`config.mk`:
```
export PLATFORM = sky130hd
export DESIGN_NAME = tstep_barrier_ctrl
export DESIGN_NICKNAME = d
export VERILOG_FILES = /design/src/rtl/tsb_pkg.sv /design/src/rtl/tsb_msg_decode.sv /design/src/rtl/tsb_inflight_cnt.sv /design/src/rtl/tsb_barrier_fsm.sv /design/src/rtl/tstep_barrier_ctrl.sv
export SDC_FILE = /design/constraint.sdc
export NUM_CORES = 1
export LEC_CHECK = 0
export BUFFER_PORTS_ARGS = -buffer_cell sky130_fd_sc_hd__buf_2
export CAP_MARGIN = 10
export CELL_PAD_IN_SITES_DETAIL_PLACEMENT = 0
export CELL_PAD_IN_SITES_GLOBAL_PLACEMENT = 1
export CORE_ASPECT_RATIO = 0.75
export CORE_MARGIN = 4
export CORE_UTILIZATION = 38
export DETAILED_ROUTE_END_ITERATION = 8
export GPL_ROUTABILITY_DRIVEN = 0
export PLACE_DENSITY_LB_ADDON = 0.1
export RECOVER_POWER = 25
export SYNTH_ARGS = -nofsm -noshare
export SYNTH_HDL_FRONTEND = slang
export SYNTH_SLANG_ARGS = --single-unit
```
`constraint.sdc`:
```
create_clock -name clk_i -period 2.9 [get_ports clk_i]
set_input_delay 0.725 -clock clk_i [delete_from_list [all_inputs] [get_ports clk_i]]
set_output_delay 0.725 -clock clk_i [all_outputs]
set_load 0.02 [all_outputs]
```
`src/rtl/tsb_pkg.sv`:
```
package tsb_pkg;
  typedef enum logic [2:0] {
    MSG_WR      = 3'd0,
    MSG_RD_REQ  = 3'd1,
    MSG_RD_RSP  = 3'd2,
    MSG_SPIKE   = 3'd3,
    MSG_BARRIER = 3'd4
  } msg_type_e;

  typedef enum logic [1:0] {
    PH_SWEEP   = 2'd0,
    PH_FLUSH   = 2'd1,
    PH_ADVANCE = 2'd2
  } phase_e;
endpackage

```
`src/rtl/tsb_msg_decode.sv`:
```
module tsb_msg_decode (
  input  logic       valid_i,
  input  logic [2:0] type_i,
  output logic       spike_o,
  output logic       barrier_o,
  output logic       mgmt_o
);
  import tsb_pkg::*;

  always_comb begin
    spike_o   = 1'b0;
    barrier_o = 1'b0;
    mgmt_o    = 1'b0;
    if (valid_i) begin
      case (type_i)
        MSG_WR, MSG_RD_REQ, MSG_RD_RSP: mgmt_o    = 1'b1;
        MSG_SPIKE:                      spike_o   = 1'b1;
        MSG_BARRIER:                    barrier_o = 1'b1;
        default: ;
      endcase
    end
  end

  // classes are exclusive
  always_comb begin
    a_onehot_class_r1: assert ($onehot0({spike_o, barrier_o, mgmt_o}));
  end
endmodule

```
`src/rtl/tsb_inflight_cnt.sv`:
```
module tsb_inflight_cnt #(
  parameter int CNT_W = 10
) (
  input  logic             clk_i,
  input  logic             rst_ni,
  input  logic             inc_i,
  input  logic             dec_req_i,
  output logic [CNT_W-1:0] cnt_o,
  output logic             empty_o
);
  logic [CNT_W-1:0] cnt_q;
  logic             full;
  logic             dec_ok;

  assign full    = &cnt_q;
  assign dec_ok  = dec_req_i && (cnt_q != '0);
  assign cnt_o   = cnt_q;
  assign empty_o = (cnt_q == '0);

  always_ff @(posedge clk_i or negedge rst_ni) begin
    if (!rst_ni) begin
      cnt_q <= '0;
    end else begin
      case ({inc_i, dec_ok})
        2'b10:   if (!full) cnt_q <= cnt_q + CNT_W'(1);
        2'b01:   cnt_q <= cnt_q - CNT_W'(1);
        default: ;
      endcase
    end
  end

  p_inc_step_r2: assert property (@(posedge clk_i) disable iff (!rst_ni)
    (inc_i && !dec_req_i && !full) |=> (cnt_q == $past(cnt_q) + CNT_W'(1)));

  p_no_underflow_r2: assert property (@(posedge clk_i) disable iff (!rst_ni)
    (cnt_q == '0 && !inc_i) |=> (cnt_q == '0));

  p_no_overflow_r2: assert property (@(posedge clk_i) disable iff (!rst_ni)
    (full && !dec_req_i) |=> full);
endmodule

```
`src/rtl/tsb_barrier_fsm.sv`:
```
module tsb_barrier_fsm #(
  parameter int N_CORES = 4,
  parameter int TS_W    = 16,
  localparam int CORE_W = (N_CORES > 1) ? $clog2(N_CORES) : 1
) (
  input  logic              clk_i,
  input  logic              rst_ni,
  input  logic              spike_i,
  input  logic              barrier_i,
  input  logic [CORE_W-1:0] src_i,
  input  logic              fabric_empty_i,
  output logic [N_CORES-1:0] done_o,
  output logic [1:0]        phase_o,
  output logic [TS_W-1:0]   ts_o,
  output logic              advance_o,
  output logic [TS_W-1:0]   advance_ts_o,
  output logic              err_o
);
  import tsb_pkg::*;

  phase_e             state_q;
  logic [N_CORES-1:0] done_q;
  logic [N_CORES-1:0] src_hit;
  logic [TS_W-1:0]    ts_q;
  logic               err_q;
  logic               all_done;
  logic               flush_ok;

  for (genvar i = 0; i < N_CORES; i++) begin : g_src
    assign src_hit[i] = (src_i == CORE_W'(i));
  end

  assign all_done = &done_q;
  assign flush_ok = fabric_empty_i && !spike_i;

  always_ff @(posedge clk_i or negedge rst_ni) begin
    if (!rst_ni) begin
      state_q <= PH_SWEEP;
      done_q  <= '0;
      ts_q    <= '0;
      err_q   <= 1'b0;
    end else begin
      err_q <= spike_i && |(src_hit & done_q);
      case (state_q)
        PH_SWEEP: begin
          if (barrier_i) done_q <= done_q | src_hit;
          if (all_done)  state_q <= PH_FLUSH;
        end
        PH_FLUSH: begin
          if (flush_ok) begin
            state_q <= PH_ADVANCE;
            ts_q    <= ts_q + TS_W'(1);
          end
        end
        default: begin
          state_q <= PH_SWEEP;
          done_q  <= '0;
        end
      endcase
    end
  end

  assign done_o       = done_q;
  assign phase_o      = state_q;
  assign ts_o         = ts_q;
  assign advance_o    = (state_q == PH_ADVANCE);
  assign advance_ts_o = advance_o ? ts_q : '0;
  assign err_o        = err_q;

  p_flush_entry_r4: assert property (@(posedge clk_i) disable iff (!rst_ni)
    (state_q == PH_SWEEP && all_done) |=> (state_q == PH_FLUSH));

  p_wait_drain_r5: assert property (@(posedge clk_i) disable iff (!rst_ni)
    (state_q == PH_FLUSH && !fabric_empty_i) |=> (state_q == PH_FLUSH));

  p_adv_once_r6: assert property (@(posedge clk_i) disable iff (!rst_ni)
    (state_q == PH_ADVANCE) |=> (state_q == PH_SWEEP));

  p_ts_step_r6: assert property (@(posedge clk_i) disable iff (!rst_ni)
    (state_q == PH_FLUSH && flush_ok) |=> (ts_q == $past(ts_q) + TS_W'(1)));

  p_ts_hold_r6: assert property (@(posedge clk_i) disable iff (!rst_ni)
    !(state_q == PH_FLUSH && flush_ok) |=> $stable(ts_q));

  p_done_clear_r7: assert property (@(posedge clk_i) disable iff (!rst_ni)
    (state_q == PH_ADVANCE) |=> (done_q == '0));

  p_late_spike_r8: assert property (@(posedge clk_i) disable iff (!rst_ni)
    (spike_i && |(src_hit & done_q)) |=> err_q);
endmodule

```
`src/rtl/tstep_barrier_ctrl.sv`:
```
module tstep_barrier_ctrl #(
  parameter int N_CORES = 4,
  parameter int CNT_W   = 10,
  parameter int TS_W    = 16,
  localparam int CORE_W = (N_CORES > 1) ? $clog2(N_CORES) : 1
) (
  input  logic               clk_i,
  input  logic               rst_ni,
  input  logic               msg_valid_i,
  input  logic [2:0]         msg_type_i,
  input  logic [CORE_W-1:0]  msg_src_i,
  input  logic               spike_dlv_i,
  output logic               is_spike_o,
  output logic               is_barrier_o,
  output logic               is_mgmt_o,
  output logic [N_CORES-1:0] done_o,
  output logic [CNT_W-1:0]   inflight_o,
  output logic [1:0]         phase_o,
  output logic               advance_o,
  output logic [TS_W-1:0]    advance_ts_o,
  output logic [TS_W-1:0]    timestamp_o,
  output logic               proto_err_o
);
  logic spike;
  logic barrier;
  logic empty;

  tsb_msg_decode i_decode (
    .valid_i   (msg_valid_i),
    .type_i    (msg_type_i),
    .spike_o   (spike),
    .barrier_o (barrier),
    .mgmt_o    (is_mgmt_o)
  );

  tsb_inflight_cnt #(.CNT_W(CNT_W)) i_cnt (
    .clk_i     (clk_i),
    .rst_ni    (rst_ni),
    .inc_i     (spike),
    .dec_req_i (spike_dlv_i),
    .cnt_o     (inflight_o),
    .empty_o   (empty)
  );

  tsb_barrier_fsm #(.N_CORES(N_CORES), .TS_W(TS_W)) i_fsm (
    .clk_i          (clk_i),
    .rst_ni         (rst_ni),
    .spike_i        (spike),
    .barrier_i      (barrier),
    .src_i          (msg_src_i),
    .fabric_empty_i (empty),
    .done_o         (done_o),
    .phase_o        (phase_o),
    .ts_o           (timestamp_o),
    .advance_o      (advance_o),
    .advance_ts_o   (advance_ts_o),
    .err_o          (proto_err_o)
  );

  assign is_spike_o   = spike;
  assign is_barrier_o = barrier;

  // advance only after the fabric drained
  p_adv_after_drain_r5: assert property (@(posedge clk_i) disable iff (!rst_ni)
    $rose(advance_o) |-> ($past(inflight_o) == '0));
endmodule

```
### Yosys cells after proc, flatten, opt, wreduce, memory -nomap -nowiden

Cells that the tools add are included.

* register bits: 33
* latch bits: 0
* bits in writable memories: 0
* memory bits (read-only): 0
* output and inout port bits: 53
* word-level logic and storage cells: 58
* memories kept: 0

* $add $sub $neg: 3
* multiply operators: 0
* divide/modulo/power cells: 0
* magnitude comparators: 0
* equality and inequality tests: 15
* shift operators: 0
* multiplexer cells: 14
* bitwise logic cells: 3
* reduce and logical (&&, ||, !) cells: 18

Operators by type and width (number)
* $pmux W10 S2: 1
* $add A16 B1 Y16 const B: 1
* $mux W16: 1
* $add A10 B1 Y10 const B: 1
* $logic_not A10 Y1: 1
* $mux W10: 1
* $reduce_and A10 Y1: 1
* $reduce_bool A10 Y1: 1
* $sub A10 B1 Y10 const B: 1
* $eq A2 B2 Y1 const B: 4
* $pmux W4 S2: 1
* $reduce_and A2 Y1: 4
* $eq A2 B1 Y1 const B: 3
* $eq A3 B2 Y1 const B: 2
* $mux W1: 6
* $and A4 B4 Y4: 1
* $logic_not A2 Y1: 2
* $mux W2: 2
* $mux W4: 1
* $ne A2 B1 Y1 const B: 2
* $ne A2 B2 Y1 const B: 2
* $or A4 B4 Y4: 1
* $pmux W2 S2: 1
* $reduce_and A4 Y1: 1
* 9 further kinds: 11

### Logic depth before layout (Yosys ltp)

* word-level depth: 7
* mapped depth: 9

### Modules after synthesis

Synthesis repeated with hierarchy kept, for this count alone.

* cells, all modules: 194
* area total of the unflattened synthesis: 1995.7 µm²

Modules (own cells, without submodules)
* tsb_barrier_fsm: times used 1, cells an instance 103, area each 1137.3 µm², sequential area each 575.6 µm²
* tsb_inflight_cnt: times used 1, cells an instance 85, area each 818.3 µm², sequential area each 250.2 µm²
* tsb_msg_decode: times used 1, cells an instance 6, area each 40.0 µm², sequential area each 0.0 µm²

### Least setup slack after synthesis

OpenSTA, ideal clock, no wires.

* kind: input to register
* start: input port msg_type_i[2]
* end: register i_cnt.cnt_q[9], in the netlist i_cnt.cnt_o[9]
* setup time: 80 ps
* arrival: 2720 ps
* required time: 2820 ps
* setup slack: 99 ps
* stages on the path: 8
* path buffers: 0
* path through: nand4b_1 and3_4 ha_1 a211o_1 a21o_1 a221oi_1 mux2i_1 xnor2_1

* longest elaborated chain between the ends: 6

RTL lines
* from (decl): RTL line tstep_barrier_ctrl.sv:10 `input logic [2:0] msg_type_i,`
* $eq A3 B2 Y1 *: RTL line tsb_msg_decode.sv:15 `case (type_i)`
* $mux W1 *: RTL line tsb_msg_decode.sv:15
* $mux W1 *: RTL line tsb_msg_decode.sv:14 `if (valid_i) begin`
* $eq A2 B2 Y1 / $eq A2 B1 Y1 (equally long branches): RTL line tsb_inflight_cnt.sv:24 `case ({inc_i, dec_ok})`
* $ne A2 B2 Y1 (no line) / $reduce_bool A2 Y1 (equally long branches)
* $reduce_and A2 Y1 (no line)
* to (signal assigned): RTL line tsb_inflight_cnt.sv:25 `2'b10: if (!full) cnt_q <= cnt_q + CNT_W'(1);`
* to (signal assigned): RTL line tsb_inflight_cnt.sv:26 `2'b01: cnt_q <= cnt_q - CNT_W'(1);`
* to (decl): RTL line tsb_inflight_cnt.sv:11 `logic [CNT_W-1:0] cnt_q;`

Every way passes the cells marked *; elsewhere a longest branch is shown, timed or not.
A chain may end at the register's enable or synchronous reset.

### Final worst setup path

* start: register i_cnt.cnt_q[9], in the netlist i_cnt.cnt_o[9]
* end: register i_cnt.cnt_q[9], in the netlist i_cnt.cnt_o[9]

* longest elaborated chain between the ends: 5

RTL lines
* branches (longest 5 deep; another with $add A10 B1 Y10)

Parallel ways; which one is timed is not known. The select of a mux whose other input is x is not followed.

==> results.sh <==
export IMPL_status="complete, but fails checks"
export IMPL_violations="capacitance limit, slew limit"
export IMPL_yosysSeqAreaShare_pct=42.39
export IMPL_syn_num_nets=203
export IMPL_start_util_pct=39.54
export IMPL_r2r_start="i_cnt.cnt_o[9]$_DFFE_PN0P_"
export IMPL_cts_reportedPaths_clkPinSlew_ns=0.07
export IMPL_post_cts_resized=0
export IMPL_wl_per_cell_um=13.58
export IMPL_nets=289
export IMPL_grt_pass1_vias=1629
export IMPL_synthTopCellsByArea="dfrtp_1, xnor2_1, ha_1, and2_1, mux2_4"
export IMPL_die_w_um=90.68
export IMPL_cts_sinks=33
export IMPL_hold_viol=0
export IMPL_clk_latency_ns=0.29
export IMPL_synth_area_um2=1948
export IMPL_yosysTopAreaCell="dfrtp_1"
export IMPL_yosys_warnings=0
export IMPL_dp_hpwl_um=3397
export IMPL_drcViolationCount=0
export IMPL_synth_cell_type_count=43
export IMPL_leakagePower_nw=1.379
export IMPL_crit_type="reg -> reg"
export IMPL_cts_tree="yes"
export IMPL_arrival_ns=2.92
export IMPL_core_rowCount=22
export IMPL_worst_pin_slew_ns=1.785
export IMPL_rr_worst_depth=10
export IMPL_hold_depth=1
export IMPL_grtUsageMet3_pct=3.983
export IMPL_fin_util_pct=53.05
export IMPL_clock_skew_final_ns=0.004522
export IMPL_synth_edff_count=0
export IMPL_final_common_cell="buf_2"
export IMPL_hold_class="reg -> reg"
export IMPL_drv_cap=1
export IMPL_place_inst=323
export IMPL_grt_pass1_wl_um=7790
export IMPL_coreArea_um2=4927
export IMPL_cts_hold_buf=0
export IMPL_ir_drop_uv=614.8
export IMPL_drt_first_pass_iters=4
export IMPL_ys_async_sr_fraction_pct=100.0
export IMPL_drive_gt1_share_pct=38.01
export IMPL_num_vias=1667
export IMPL_ys_seq_elements=33
export IMPL_critPathLaunchType="register"
export IMPL_cts_made_buffers=5
export IMPL_crit_required_ns=3.11
export IMPL_instances_no_fill=331
export IMPL_slew_headroom_pct=-19.00
export IMPL_busiest_layer="met2"
export IMPL_holdPathEnd="i_fsm.ts_o[15]$_DFFE_PN0P_"
export IMPL_htree_levels=2
export IMPL_antenna_found_initial=0
export IMPL_slew_violations=34
export IMPL_grt_total_usage_pct=15.20
export IMPL_die_y_um=70.01
export IMPL_grt_max_degree=34
export IMPL_dieArea_um2=6348
export IMPL_layout_common_cells="buf_2, dfrtp_1, buf_4"
export IMPL_postCtsSetupBuffers=0
export IMPL_hp_start="i_fsm.ts_o[15]$_DFFE_PN0P_"
export IMPL_netlist_area_leader_share_pct=42.39
export IMPL_setup_tns_ns=0
export IMPL_fin_hold_ws_ns=0.4819
export IMPL_rrSetupSlack_ns=0.19
export IMPL_diodes=0
export IMPL_ys_flop_type="dfrtp_1"
export IMPL_totalWireLength_um=4495
export IMPL_ios=62
export IMPL_avgSynthCellArea_um2=10.59
export IMPL_io_buffers=61
export IMPL_finalCriticalPeriod_ns=2.709
export IMPL_r2r_end="i_cnt.cnt_o[9]$_DFFE_PN0P_"
export IMPL_vias_per_cell=5.036
export IMPL_gr_usage_met2_pct=24.40
export IMPL_gr_usage_met1_pct=19.69
export IMPL_endpoint_kind="register"
export IMPL_initialDrtViolationCount=54
export IMPL_rsz0062_at_grt="no"
export IMPL_worstPathMaxFanout=12
export IMPL_syn_inst=184
export IMPL_fmax_ghz=0.3691
export IMPL_clock_path_buffers=2
export IMPL_areaGrowthSynthToFinish_pct=34.17
export IMPL_root_buffer="clkbuf_8"
export IMPL_powerDensity_nw_per_um2=875.8
export IMPL_drt_antenna_violating_nets=0
export IMPL_period_share_pct=93.42
export IMPL_setup_viol=0
export IMPL_grt_overflow=0
[per-layer routing]
| layer | wire length, um | vias up | part of all wire [%] |
|---|---|---|---|
| met4 | 61 | 0 | 1.4 |
| met1 | 2142 | 796 | 48 |
| li1 | - | 829 | - |
| met5 | 0 | - | 0 |
| met2 | 2072 | 35 | 46 |
| met3 | 220 | 7 | 4.9 |
[state kept, by name, summed over array words and instances, names as in the netlist]
| signal | cells |
|---|---|
| i_cnt.cnt_o | 10 |
| i_fsm.done_o | 4 |
| i_fsm.err_o | 1 |
| i_fsm.phase_o | 2 |
| i_fsm.ts_o | 16 |
[cells by family (layout without fill, tap and decap cells)]
kind of cell | Yosys count | after routing | synth area share (%)
xor+xnor | 24 | 24 | 10.79
mux | 10 | 10 | 7.643
flops | 33 | 33 | 42.39
fa+ha+maj | 10 | 10 | 6.808
compound gates | 23 | 23 | 8.285
simple gates | 76 | 76 | 22.09
buf+inv | 8 | 95 | 1.991
[area by class of cell]
type | instances | area [um^2]
multi-input combinational | 143 | 1112
inverter | 4 | 15.01
fill | 475 | 2313
timing repair buffer | 83 | 469.2
sequential | 33 | 825.8
tap | 60 | 75.07
clock buffer | 7 | 86.33
clock inverter | 1 | 30.03
[worst max-delay path by stage]
stage | start | to | slack [ns]
2_1_floorplan | msg_type_i[2] | i_cnt.cnt_o[9]$_DFFE_PN0P_ | 0.1
3_3_place_gp | i_cnt.cnt_o[8]$_DFFE_PN0P_ | i_cnt.cnt_o[9]$_DFFE_PN0P_ | 0.07
3_5_place_dp | msg_type_i[2] | i_cnt.cnt_o[9]$_DFFE_PN0P_ | 0.02
4_1_cts | i_cnt.cnt_o[9]$_DFFE_PN0P_ | i_cnt.cnt_o[9]$_DFFE_PN0P_ | 0.06
5_1_grt | i_cnt.cnt_o[9]$_DFFE_PN0P_ | i_cnt.cnt_o[9]$_DFFE_PN0P_ | 0.004
6_report | i_cnt.cnt_o[9]$_DFFE_PN0P_ | i_cnt.cnt_o[9]$_DFFE_PN0P_ | 0.19
[cell usage after synthesis, drive strengths merged (2+ instances only)]
cell type  instances
a211oi             3
a21o               2
a21oi              6
and2              17
and3               6
and4               3
buf                2
clkbuf             2
dfrtp             33
ha                 9
inv                4
mux2               8
nand2              8
nand2b             2
nand3              9
nand4              5
nor2              14
nor2b              2
nor3               4
nor4               2
o21ai              2
o21bai             3
xnor2             15
xor2               9
[critical path, cell delays in order (launching register included)]
cell      delay, ns
dfrtp_1        0.39
nor4_2         0.28
buf_4          0.15
nand3_1        0.09
and3_4         0.26
ha_1           0.30
a211o_1        0.31
a21o_1         0.20
a221oi_2       0.29
mux2i_1        0.25
xnor2_1        0.13
[through the flow]
stage,setup slack [ns],power (W),cell area (um^2)
5_1_grt,0.004347,0.002457,2614
3_3_place_gp,0.06681,0.001810,2470
3_5_place_dp,0.01970,0.001809,2470
6_report,0.1908,0.002289,2614
4_1_cts,0.05734,0.002275,2586
2_1_floorplan,0.09929,0.001379,1948
[power by group]
group | switching, W | total, W | internal, W
sequential | 0.000108 | 0.000672 | 0.000564
combinational | 0.000571 | 0.00117 | 0.000598
clock | 0.000168 | 0.000448 | 0.000280
No activity file was read; power rests on OpenSTA's default activity.
